### src/rtl/gpio_pkg.sv
package gpio_pkg;
  typedef enum logic [1:0] {
    RB_INPUT     = 2'd0,
    RB_OUTPUT    = 2'd1,
    RB_POLARITY  = 2'd2,
    RB_DIRECTION = 2'd3
  } rb_sel_e;
endpackage

### src/rtl/gpio_reg.sv
module gpio_reg #(
  parameter int W = 4,
  parameter logic [W-1:0] RST_VAL = '0
) (
  input  logic         clk,
  input  logic         rst_n,
  input  logic         load,
  input  logic [W-1:0] d,
  output logic [W-1:0] q
);
  always_ff @(posedge clk or negedge rst_n) begin
    if (!rst_n)    q <= RST_VAL;
    else if (load) q <= d;
  end
endmodule

### src/rtl/gpio_sync.sv
module gpio_sync #(
  parameter int W      = 4,
  parameter int STAGES = 2
) (
  input  logic         clk,
  input  logic         rst_n,
  input  logic [W-1:0] d,
  output logic [W-1:0] q
);
  logic [W-1:0] stage [STAGES];

  genvar s;
  generate
    for (s = 0; s < STAGES; s++) begin : g_stage
      if (s == 0) begin : g_first
        always_ff @(posedge clk or negedge rst_n) begin
          if (!rst_n) stage[0] <= '0;
          else        stage[0] <= d;
        end
      end else begin : g_next
        always_ff @(posedge clk or negedge rst_n) begin
          if (!rst_n) stage[s] <= '0;
          else        stage[s] <= stage[s-1];
        end
      end
    end
  endgenerate

  assign q = stage[STAGES-1];
endmodule

### src/rtl/gpio_capture.sv
module gpio_capture #(
  parameter int W = 4
) (
  input  logic         clk,
  input  logic         rst_n,
  input  logic         rd,
  input  logic [W-1:0] lvl,
  input  logic [W-1:0] pol,
  output logic [W-1:0] q
);
  function automatic logic [W-1:0] apply_pol(input logic [W-1:0] l, input logic [W-1:0] p);
    logic [W-1:0] r;
    for (int i = 0; i < W; i++) r[i] = p[i] ? ~l[i] : l[i];
    return r;
  endfunction

  always_ff @(posedge clk or negedge rst_n) begin
    if (!rst_n)  q <= '0;
    else if (rd) q <= apply_pol(lvl, pol);
  end
endmodule

### src/rtl/gpio_port_bank.sv
module gpio_port_bank #(
  parameter int NBITS       = 4,
  parameter int DATA_W      = 8,
  parameter int SYNC_STAGES = 2
) (
  input  logic              clk,
  input  logic              rst_n,
  input  logic [DATA_W-1:0] shift_data,
  input  logic              wr_dir,
  input  logic              wr_out,
  input  logic              wr_pol,
  input  logic              rd_pulse,
  input  logic [1:0]        rb_sel,
  input  logic [NBITS-1:0]  pin_in,
  output logic [NBITS-1:0]  pin_oe,
  output logic [NBITS-1:0]  pin_do,
  output logic [NBITS-1:0]  in_reg,
  output logic [NBITS-1:0]  rb_data
);
  import gpio_pkg::*;

  localparam logic [NBITS-1:0] DIR_RST = '1;
  localparam logic [NBITS-1:0] OUT_RST = '1;
  localparam logic [NBITS-1:0] POL_RST = '0;

  logic [NBITS-1:0] wr_nibble;
  logic [NBITS-1:0] dir_q, out_q, pol_q, sync_lvl;

  assign wr_nibble = shift_data[NBITS-1:0];

  gpio_reg #(.W(NBITS), .RST_VAL(DIR_RST)) u_dir (
    .clk(clk), .rst_n(rst_n), .load(wr_dir), .d(wr_nibble), .q(dir_q));
  gpio_reg #(.W(NBITS), .RST_VAL(OUT_RST)) u_out (
    .clk(clk), .rst_n(rst_n), .load(wr_out), .d(wr_nibble), .q(out_q));
  gpio_reg #(.W(NBITS), .RST_VAL(POL_RST)) u_pol (
    .clk(clk), .rst_n(rst_n), .load(wr_pol), .d(wr_nibble), .q(pol_q));

  gpio_sync #(.W(NBITS), .STAGES(SYNC_STAGES)) u_sync (
    .clk(clk), .rst_n(rst_n), .d(pin_in), .q(sync_lvl));

  gpio_capture #(.W(NBITS)) u_cap (
    .clk(clk), .rst_n(rst_n), .rd(rd_pulse), .lvl(sync_lvl), .pol(pol_q), .q(in_reg));

  // Direction bit 1 = input: both drivers off.
  assign pin_oe = ~dir_q;
  assign pin_do = out_q;

  always_comb begin
    unique case (rb_sel_e'(rb_sel))
      RB_INPUT:     rb_data = in_reg;
      RB_OUTPUT:    rb_data = out_q;
      RB_POLARITY:  rb_data = pol_q;
      RB_DIRECTION: rb_data = dir_q;
      default:      rb_data = '0;
    endcase
  end
endmodule

### config.mk
export PLATFORM = sky130hd
export DESIGN_NAME = gpio_port_bank
export DESIGN_NICKNAME = d
export VERILOG_FILES = /design/src/rtl/gpio_pkg.sv /design/src/rtl/gpio_reg.sv /design/src/rtl/gpio_sync.sv /design/src/rtl/gpio_capture.sv /design/src/rtl/gpio_port_bank.sv
export SDC_FILE = /design/constraint.sdc
export NUM_CORES = 1
export LEC_CHECK = 0
export BUFFER_PORTS_ARGS = -buffer_cell sky130_fd_sc_hd__buf_2
export CAP_MARGIN = 10
export CORE_MARGIN = 3
export CORE_UTILIZATION = 46
export DETAILED_ROUTE_END_ITERATION = 7
export MAX_ROUTING_LAYER = met4
export PLACE_DENSITY_LB_ADDON = 0.12
export SETUP_SLACK_MARGIN = 0.5
export SLEW_MARGIN = 10
export SYNTH_ARGS = -nofsm -noshare
export SYNTH_HDL_FRONTEND = slang
export SYNTH_SLANG_ARGS = --single-unit
### constraint.sdc
create_clock -name clk -period 1.4 [get_ports clk]
set_input_delay 0.28 -clock clk [delete_from_list [all_inputs] [get_ports clk]]
set_output_delay 0.28 -clock clk [all_outputs]
set_load 0.01 [all_outputs]
# Word level (Yosys, flattened, before mapping)
# Cells that the tools add are included.
[word_totals]
register_bits = 24
in_bits = 20
output_inout_bits = 16
elab_cells = 20
[classes]
n_eq_ne = 3
n_mux = 5
bitwise_logic = 5
reduce_logical = 1
[op_table]
columns = ["operator", "count"]
rows = [
  ["$pmux W4 S4", 1],
  ["$eq A2 B2 Y1 const B", 2],
  ["$mux W1", 4],
  ["$not A1 Y1", 4],
  ["$not A4 Y4", 1],
  ["$eq A2 B1 Y1 const B", 1],
  ["$logic_not A2 Y1", 1],
]

# Depth between registers and ports, before layout
# Gate-level depths: netlist (run 1).
[depth]
word_depth = 2
depth_mapped = 3
ltp_nobuf = 2

# Hierarchy
# Synthesis (run 1) repeated with hierarchy kept, for this count alone.
[hier_totals]
cells_unflattened = 61
hier_area_um2 = 1002.2
[modules_own_cells]
columns = ["module", "instances", "cells_each", "area_each_um2", "seq_area_each_um2"]
rows = [
  ["gpio_reg at u_dir ...", 2, 8, 150.1, 105.1],
  ["gpio_sync", 1, 12, 230.2, 200.2],
  ["gpio_capture", 1, 17, 206.4, 100.1],
  ["gpio_reg at u_pol", 1, 8, 145.1, 100.1],
  ["gpio_port_bank", 1, 8, 120.1, 0.0],
]

# Least setup slack after synthesis (run 1)
# Ideal clock, no wire load.
[synth_timing]
kind = "register to output"
from = "register u_cap.q[0]"
to = "output rb_data[0]"
arrival_ps = 949
required_time_ps = 1120
slack_ps = 171
path_stages_with_launch = 2
n_path_buf = 0
cell_sequence = "dfrtp_1 mux4_1"
[synth_between]
elab_chain_cells = 1
[synth_lines]
columns = ["element", "line", "source"]
rows = [
  ["start: declaration", "gpio_capture.sv:9", "output logic [W-1:0] q"],
  ["start signal: assignment", "gpio_capture.sv:19", "else if (rd) q <= apply_pol(lvl, pol);"],
  ["$pmux W4 S4", "gpio_port_bank.sv:49", "unique case (rb_sel_e'(rb_sel))"],
  ["end: declaration", "gpio_port_bank.sv:18", "output logic [NBITS-1:0] rb_data"],
]
# No other way between the ends.

# Worst setup path in the final report (run 1)
[layout_timing]
from = "register u_cap.q[1]"
to = "output rb_data[1]"
# The elaborated chain is that of the path after synthesis.

==> flow_metrics.env, run 1 <==
export IMPL_outcome="complete, but fails checks"
export IMPL_violations="setup timing"
export IMPL_final_util_pct=79.73
export IMPL_rsz0062_at_grt="true"
export IMPL_power_density_nw_per_um2=1118
export IMPL_yosysUniqueCellTypes=11
export IMPL_placed_cell_area_sq_um=1105
export IMPL_path_class="reg2out"
export IMPL_final_max_slew_violation_count=0
export IMPL_die_h_microns=50.96
export IMPL_clock_latency_ns=0.30
export IMPL_ys_seq_area_share_pct=65.68
export IMPL_area_growth_syn_to_layout_pct=56.12
export IMPL_synthTopCellsByArea="dfrtp_1, dfstp_2, mux4_1"
export IMPL_critPathLaunchType="flip-flop"
export IMPL_cts_root_buf="clkbuf_4"
export IMPL_synth_area_sq_um=929.6
export IMPL_antenna_cells=0
export IMPL_layout_cells_non_filler=139
export IMPL_hold_class="in2reg"
export IMPL_cap_violations=0
export IMPL_power_mw=1.623
export IMPL_start_util_pct=51.07
export IMPL_cts_buffer_depth=2
export IMPL_final_setup_viol_count=4
export IMPL_cp_required_ns=1.12
export IMPL_numCtsBuffers=3
export IMPL_fp_coreArea_sq_um=1821
export IMPL_pre_cts_ws_ns=-0.009856
export IMPL_fin_skew_ns=0.0008441
export IMPL_critPathArrivalTime_ns=1.36
export IMPL_core_rowCount=15
export IMPL_cts_htree_levels=1
export IMPL_worst_slack_ns=-0.2356
export IMPL_drive_above_1_share_pct=72.81
export IMPL_cts_tree="yes"
export IMPL_final_common_cell="buf_6"
export IMPL_dp_cells=117
export IMPL_grt_pass1_wl_microns=2960
export IMPL_vias=676
export IMPL_dieArea_sq_um=2596
export IMPL_tightest_slew_ns=0.5081
export IMPL_fin_crit_ns=1.636
export IMPL_synth_top_cell_area_share_pct=43.07
export IMPL_ios=36
export IMPL_place_gp_congestion=0.6999
export IMPL_io_buffers=31
export IMPL_p_leak_nw=0.6837
export IMPL_grt_max_degree=25
export IMPL_dp_hpwl_microns=1329
export IMPL_wl_per_cell_microns=15.65
export IMPL_clk_pin_slew_worst_paths_ns=0.12
export IMPL_synth_cells=61
export IMPL_antenna_found_initial=0
export IMPL_routed_wl_microns=2175
export IMPL_fin_crit_sh_pct=116.8
export IMPL_endpoint_kind="primary output"
export IMPL_synth_warnings=0
export IMPL_drc=0
export IMPL_antenna_left=0
export IMPL_cp_max_fo=2
export IMPL_grt_overflow_total=0
export IMPL_whs_ns=0.07147
export IMPL_layout_nets=135
export IMPL_track_usage_pct=16.12
export IMPL_cts_num_sinks=24
export IMPL_first_pass_iters=4
export IMPL_avgSynthCellArea_sq_um=15.24
export IMPL_drtIter0Drc=7
export IMPL_tns_ns=-0.8047
export IMPL_slew_limit_headroom_pct=66.13
export IMPL_vdd_drop_max_v=0.0008293
export IMPL_fp_dieW_microns=50.96
export IMPL_avgViaCountPerCell=4.863
export IMPL_ys_seq_elements=24
export IMPL_syn_nets=81
export IMPL_nFillCells=115
export IMPL_finalHoldViolCount=0
export IMPL_fmax_ghz=0.6114
export IMPL_fin_area_sq_um=1451
export IMPL_first_global_vias=644
export IMPL_layout_common_cells="buf_6, buf_2, dfrtp_1, dfstp_2, mux2_2"
export IMPL_synth_top_area_cell="dfrtp_1"
[Yosys cell counts]
cell type and count:
clkbuf_1 1, dfstp_2 8, dfrtp_1 16, mux4_1 4, mux2_2 8, nor2_1 4, nand2_1 4, inv_1 4
a21oi_1 4, xnor2_1 4, o21ai_0 4
[path summary, 6_finish.rpt]
kind | from | end | slack (ns) | depth (start not counted)
worst max-delay path | u_cap.q[1] | rb_data[1] | -0.24 | 2
worst min-delay path | pin_in[1] | u_sync.stage[5] | 0.07 | 1
worst max register to register | u_pol.q[3] | u_pol.q[3] | 0.40 | 3
worst min register to register | u_sync.stage[6] | u_sync.q[2] | 0.36 | 0
max in group asynchronous | rst_n | u_dir.q[3] | 0.57 | 2
min in group asynchronous | rst_n | u_cap.q[0] | 0.47 | 2
[worst max-delay path, stage by stage, from the launching register on]
cell,delay [ns]
dfrtp_1,0.42
mux4_2,0.49
buf_6,0.14
[cells by family (layout without fill, tap and decap cells)]
| group | after synthesis | in the layout | share of synthesized area [%] |
|---|---|---|---|
| multiplexers | 12 | 12 | 21.00 |
| XOR/XNOR | 4 | 4 | 3.768 |
| AO/OA/AOI/OAI | 8 | 8 | 4.307 |
| flip-flops | 24 | 24 | 65.68 |
| AND/OR/NAND/NOR | 8 | 8 | 3.229 |
| buffers and inverters | 5 | 58 | 2.018 |
[power breakdown]
| part | switching, mW | leakage (nW) | total, mW | internal [mW] |
|---|---|---|---|---|
| Combinational | 0.171 | 0.394 | 0.457 | 0.286 |
| Sequential | 0.0442 | 0.269 | 0.817 | 0.773 |
| Clock | 0.190 | 0.0210 | 0.349 | 0.159 |
| Total | 0.405 | 0.684 | 1.62 | 1.22 |
[area by class of cell]
type                            count  area [sq um]  share of cell area (%)
Timing Repair Buffer               50         427.9                   29.48
Sequential cell                    24         610.6                   42.07
Tap cell                           25         31.28                   2.155
Inverter                            4         15.01                   1.034
Clock buffer                        4         36.28                   2.500
Multi-Input combinational cell     32         330.3                   22.76
[registers in the layout (all words and copies together) (netlist names)]
name / cells
u_cap.q: 4
u_sync.stage: 4
u_sync.q: 4
u_dir.q: 4
u_out.q: 4
u_pol.q: 4
[metal layers]
layer / GRT usage, % / wire length, microns / vias up
met5: - / 0 / -
met4: 6.278 / 14 / 0
met3: 2.915 / 134 / 4
met2: 26.18 / 1148 / 30
met1: 20.08 / 878 / 326
li1: - / - / 316
[what timing repair did]
item                       CTS  global route
pin swaps                    0             6
setup endpoints to repair   16            22
gates resized for setup     21            20
hold buffers                 1             0
hold endpoints to repair    16             0
setup buffers                9             8
cloned                       0             0
Power figures use the tool's default switching activity.
==> run 2, diff against run 1 <==
- SETUP_SLACK_MARGIN: 0.5 -> default
==> run 2 against run 1 <==
The flow still finishes with violations (setup timing); fmax increased by 1.8%; global-route usage decreased by 2.3 points; sequential power decreased by 1%; combinational power decreased by 29%; die area unchanged; first-iteration DRC count unchanged; cell count decreased by 5.8%; clock skew increased by 0.0031 ns; flip-flop and latch count unchanged; largest cell class unchanged; largest power group unchanged.
==> flow_metrics.env, run 2 (synthesized netlist as in run 1, its figures left out) <==
export IMPL_first_pass_iters=4
export IMPL_fp_dieW_microns=50.96
export IMPL_placed_cell_area_sq_um=1120
export IMPL_numCtsBuffers=3
export IMPL_cp_required_ns=1.12
export IMPL_dieArea_sq_um=2596
export IMPL_cts_buffer_depth=2
export IMPL_grt_pass1_wl_microns=2684
export IMPL_cp_max_fo=2
export IMPL_cts_htree_levels=1
export IMPL_avgViaCountPerCell=4.618
export IMPL_cpLargestDelayFamily="multiplexers"
export IMPL_whs_ns=0.06847
export IMPL_die_h_microns=50.96
export IMPL_endpoint_kind="primary output"
export IMPL_power_density_nw_per_um2=1287
export IMPL_reg2reg_slack_ns=0.50
export IMPL_busiest_layer="met2"
export IMPL_violations="setup timing"
export IMPL_fp_coreArea_sq_um=1821
export IMPL_final_max_slew_violation_count=0
export IMPL_dp_cells=117
export IMPL_grtUsageMet2_pct=21.89
export IMPL_rsz0062_at_grt="true"
export IMPL_p_leak_nw=0.5852
export IMPL_vias=605
export IMPL_critPathLaunchType="flip-flop"
export IMPL_cts_num_sinks=24
export IMPL_pre_cts_ws_ns=-0.006453
export IMPL_cap_violations=0
export IMPL_drc=0
export IMPL_tightest_slew_ns=0.5000
export IMPL_critPathBufInv=1
export IMPL_drtIter0Drc=7
export IMPL_worst_slack_ns=-0.2060
export IMPL_clock_latency_ns=0.30
export IMPL_whs_path_depth=1
export IMPL_fin_crit_ns=1.606
export IMPL_io_buffers=31
export IMPL_place_gp_congestion=0.7210
export IMPL_wl_per_cell_microns=12.34
export IMPL_met1_usage_pct=18.63
export IMPL_min_to="u_sync.stage[5]"
export IMPL_dp_hpwl_microns=1198
export IMPL_power_mw=1.618
export IMPL_nFillCells=131
export IMPL_final_util_pct=69.07
export IMPL_grt_max_degree=25
export IMPL_tns_ns=-0.7771
export IMPL_multiInputGateArea_sq_um=285.3
export IMPL_rr_startpoint="u_cap.q[3]"
export IMPL_routed_wl_microns=1616
export IMPL_layout_common_cells="buf_2, dfrtp_1, buf_4, mux2_2, dfstp_2"
export IMPL_clk_pin_slew_worst_paths_ns=0.13
export IMPL_critPathArrivalTime_ns=1.33
export IMPL_fmax_ghz=0.6227
export IMPL_hold_start="pin_in[1]"
export IMPL_grt_met3_usage_pct=2.041
export IMPL_antenna_cells=0
export IMPL_antenna_left=0
export IMPL_path_class="reg2out"
export IMPL_layout_nets=127
export IMPL_r2r_cells=4
export IMPL_final_setup_viol_count=4
export IMPL_track_usage_pct=13.81
export IMPL_fin_area_sq_um=1257
export IMPL_cts_root_buf="clkbuf_4"
export IMPL_drive_above_1_share_pct=61.32
export IMPL_grt_overflow_total=0
export IMPL_slowest_delay_ns=0.47
export IMPL_start_util_pct=51.07
export IMPL_vdd_drop_max_v=0.001055
export IMPL_cp_slowest_cell="mux4_2"
export IMPL_fin_crit_sh_pct=114.7
export IMPL_fin_skew_ns=0.003943
export IMPL_crit_chain="mux4_2 > buf_6"
export IMPL_final_common_cell="buf_2"
export IMPL_area_growth_syn_to_layout_pct=35.26
export IMPL_slew_limit_headroom_pct=66.66
export IMPL_hold_class="in2reg"
export IMPL_antenna_found_initial=0
export IMPL_regArea_sq_um=610.6
export IMPL_finalHoldViolCount=0
export IMPL_layout_cells_non_filler=131
export IMPL_ios=36
export IMPL_outcome="complete, but fails checks"
export IMPL_reg2reg_to="u_cap.q[3]"
export IMPL_first_global_vias=610
export IMPL_cts_tree="yes"
export IMPL_core_rowCount=15
==> run 2: worst max path at each step <==
stage / startpoint / end / cells after the start
2_1_floorplan: u_cap.q[0] / rb_data[0] / 1
3_3_place_gp: rb_sel[0] / rb_data[1] / 3
3_5_place_dp: rb_sel[0] / rb_data[3] / 3
4_1_cts: u_cap.q[1] / rb_data[1] / 2
5_1_grt: u_cap.q[1] / rb_data[1] / 2
6_report: u_cap.q[1] / rb_data[1] / 2
==> run 2: what timing repair did <==
item                       in CTS  in global routing
setup endpoints to repair       4                  4
buffers inserted                8                  1
hold buffers                    1                  0
resized for setup               4                  4
hold endpoints to repair       16                  0
==> run 2: layout make-up <==
| class | count | share of cell area [%] |
|---|---|---|
| Clock buffer | 3 | 1.791 |
| Clock inverter | 1 | 2.388 |
| Inverter | 4 | 1.194 |
| Multi-Input combinational cell | 32 | 22.69 |
| Sequential cell | 24 | 48.56 |
| Tap cell | 25 | 2.488 |
| Timing Repair Buffer | 42 | 20.90 |
==> run 2: routing by layer <==
| layer | vias up | wire, microns |
|---|---|---|
| met5 | - | 0 |
| met4 | 0 | 5 |
| met3 | 2 | 117 |
| met2 | 22 | 756 |
| met1 | 278 | 737 |
| li1 | 303 | - |
==> run 2: power by group <==
group	total (mW)	internal [mW]	switching [mW]	leakage (nW)
clock	0.487	0.289	0.198	0.0279
sequential	0.806	0.772	0.0339	0.269
combinational	0.325	0.188	0.137	0.289
total	1.62	1.25	0.369	0.585
==> run 3, diff against run 2 <==
- CORE_ASPECT_RATIO: default -> 1.1
==> run 3 against run 2 <==
The run still ends with setup timing left; hold slack lost 0.00076 ns; critical path type unchanged; clock skew is 0.0028 ns lower; total power down 8.5%; worst setup slack got worse by 0.0015 ns; sequential power about the same; sequential share of layout area up 0.79 points; first-iteration DRC count down 29%; flip-flop and latch count did not move; wire length is 8.0% higher; cell area fell by 1.6%; cell count rose by 1.5%; largest power group unchanged.
==> flow_metrics.env, run 3 (synthesized netlist as in run 1, its figures left out) <==
export IMPL_outcome="complete, but fails checks"
export IMPL_violations="setup timing"
export IMPL_grt_overflow_total=0
export IMPL_dp_hpwl_microns=1174
export IMPL_cts_tree="yes"
export IMPL_slew_limit_headroom_pct=64.87
export IMPL_fin_crit_ns=1.607
export IMPL_hold_class="in2reg"
export IMPL_area_growth_syn_to_layout_pct=33.11
export IMPL_nFillCells=144
export IMPL_cts_htree_levels=1
export IMPL_clk_pin_slew_worst_paths_ns=0.12
export IMPL_drtIter0Drc=5
export IMPL_die_h_microns=53.15
export IMPL_layout_nets=127
export IMPL_rr_startpoint="u_pol.q[1]"
export IMPL_final_common_cell="buf_2"
export IMPL_fp_coreArea_sq_um=1842
export IMPL_final_util_pct=67.19
export IMPL_cap_violations=0
export IMPL_layout_common_cells="buf_2, dfrtp_1, buf_4, mux2_2, dfstp_2"
export IMPL_crit_path_start="u_cap.q[0]"
export IMPL_grt_max_degree=25
export IMPL_ios=36
export IMPL_worst_slack_ns=-0.2074
export IMPL_dieArea_sq_um=2597
export IMPL_grt_pass1_wl_microns=2622
export IMPL_fin_skew_ns=0.001146
export IMPL_final_setup_viol_count=4
export IMPL_path_class="reg2out"
export IMPL_vias=615
export IMPL_first_pass_iters=4
export IMPL_antenna_cells=0
export IMPL_drc=0
export IMPL_critPathLaunchType="flip-flop"
export IMPL_finalHoldViolCount=0
export IMPL_endpoint_kind="primary output"
export IMPL_critPathArrivalTime_ns=1.33
export IMPL_whs_ns=0.06770
export IMPL_cts_buffer_depth=2
export IMPL_avgViaCountPerCell=4.624
export IMPL_hold_start="pin_in[2]"
export IMPL_core_rowCount=16
export IMPL_p_leak_nw=0.5761
export IMPL_fin_crit_sh_pct=114.8
export IMPL_drive_above_1_share_pct=61.32
export IMPL_place_gp_congestion=0.6621
export IMPL_cp_required_ns=1.12
export IMPL_power_density_nw_per_um2=1196
export IMPL_start_util_pct=50.48
export IMPL_dp_cells=119
export IMPL_clock_latency_ns=0.30
export IMPL_tightest_slew_ns=0.5269
export IMPL_vdd_drop_max_v=0.0008182
export IMPL_cp_max_fo=2
export IMPL_cts_num_sinks=24
export IMPL_fmax_ghz=0.6221
export IMPL_numCtsBuffers=3
export IMPL_antenna_found_initial=0
export IMPL_io_buffers=31
export IMPL_rsz0062_at_grt="true"
export IMPL_cts_root_buf="clkbuf_4"
export IMPL_track_usage_pct=14.35
export IMPL_antenna_left=0
export IMPL_final_max_slew_violation_count=0
export IMPL_wl_per_cell_microns=13.12
export IMPL_routed_wl_microns=1745
export IMPL_fp_dieW_microns=48.86
export IMPL_first_global_vias=561
export IMPL_layout_cells_non_filler=133
-- run 3: changes by cell type in the layout (fill, tap and decap cells not counted), sizes merged --
cell | before | now
bufinv | 1 | 0
clkbuf | 3 | 4
-- run 3: worst paths after layout --
path	to	cells past startpoint	slack, ns
max	rb_data[0]	2	-0.21
min	u_sync.stage[6]	1	0.07
max reg2reg	u_cap.q[1]	3	0.47
min reg2reg	u_sync.q[0]	0	0.36
max in group asynchronous	u_out.q[3]	2	0.56
min in group asynchronous	u_pol.q[2]	2	0.47
-- run 3: layout make-up --
class | instances | area (sq um) | area share, %
Clock buffer | 4 | 36.28 | 2.932
Timing Repair Buffer | 42 | 256.5 | 20.73
Sequential cell | 24 | 610.6 | 49.34
Inverter | 4 | 15.01 | 1.213
Tap cell | 27 | 33.78 | 2.730
Multi-Input combinational cell | 32 | 285.3 | 23.05
-- run 3: metrics by stage --
step | TNS [ns] | area [sq um] | power (mW) | setup slack (ns)
global route | -0.9680 | 1237 | 1.555 | -0.2521
detailed placement | -0.005286 | 1122 | 1.066 | -0.005286
finish | -0.7801 | 1237 | 1.480 | -0.2074
floorplan | 0 | 929.6 | 0.9458 | 0.1713
global placement | 0 | 1122 | 1.057 | 0.01126
CTS | -0.8303 | 1214 | 1.474 | -0.2147
-- run 3: metal layers --
layer | part of all wire (%) | track usage [%]
met5 | 0 | -
met4 | 0.74 | 8.531
met3 | 7.0 | 3.099
met2 | 46 | 21.95
met1 | 46 | 17.81
-- run 3: timing repair --
item	in CTS	in global routing
hold buffers	1	0
hold endpoints to repair	16	0
buffers inserted	8	1
setup endpoints to repair	4	4
gates resized for setup	4	3
-- run 3: critical path, stage by stage, from the launching register on --
cell     delay, ns
dfrtp_1       0.42
mux4_2        0.45
buf_2         0.15
-- run 3: report_power, final --
part | switching [mW] | leakage, nW | total [mW] | internal (mW)
registers | 0.0361 | 0.269 | 0.809 | 0.772
clock network | 0.192 | 0.0210 | 0.350 | 0.159
logic | 0.138 | 0.287 | 0.321 | 0.182
total | 0.366 | 0.576 | 1.48 | 1.11
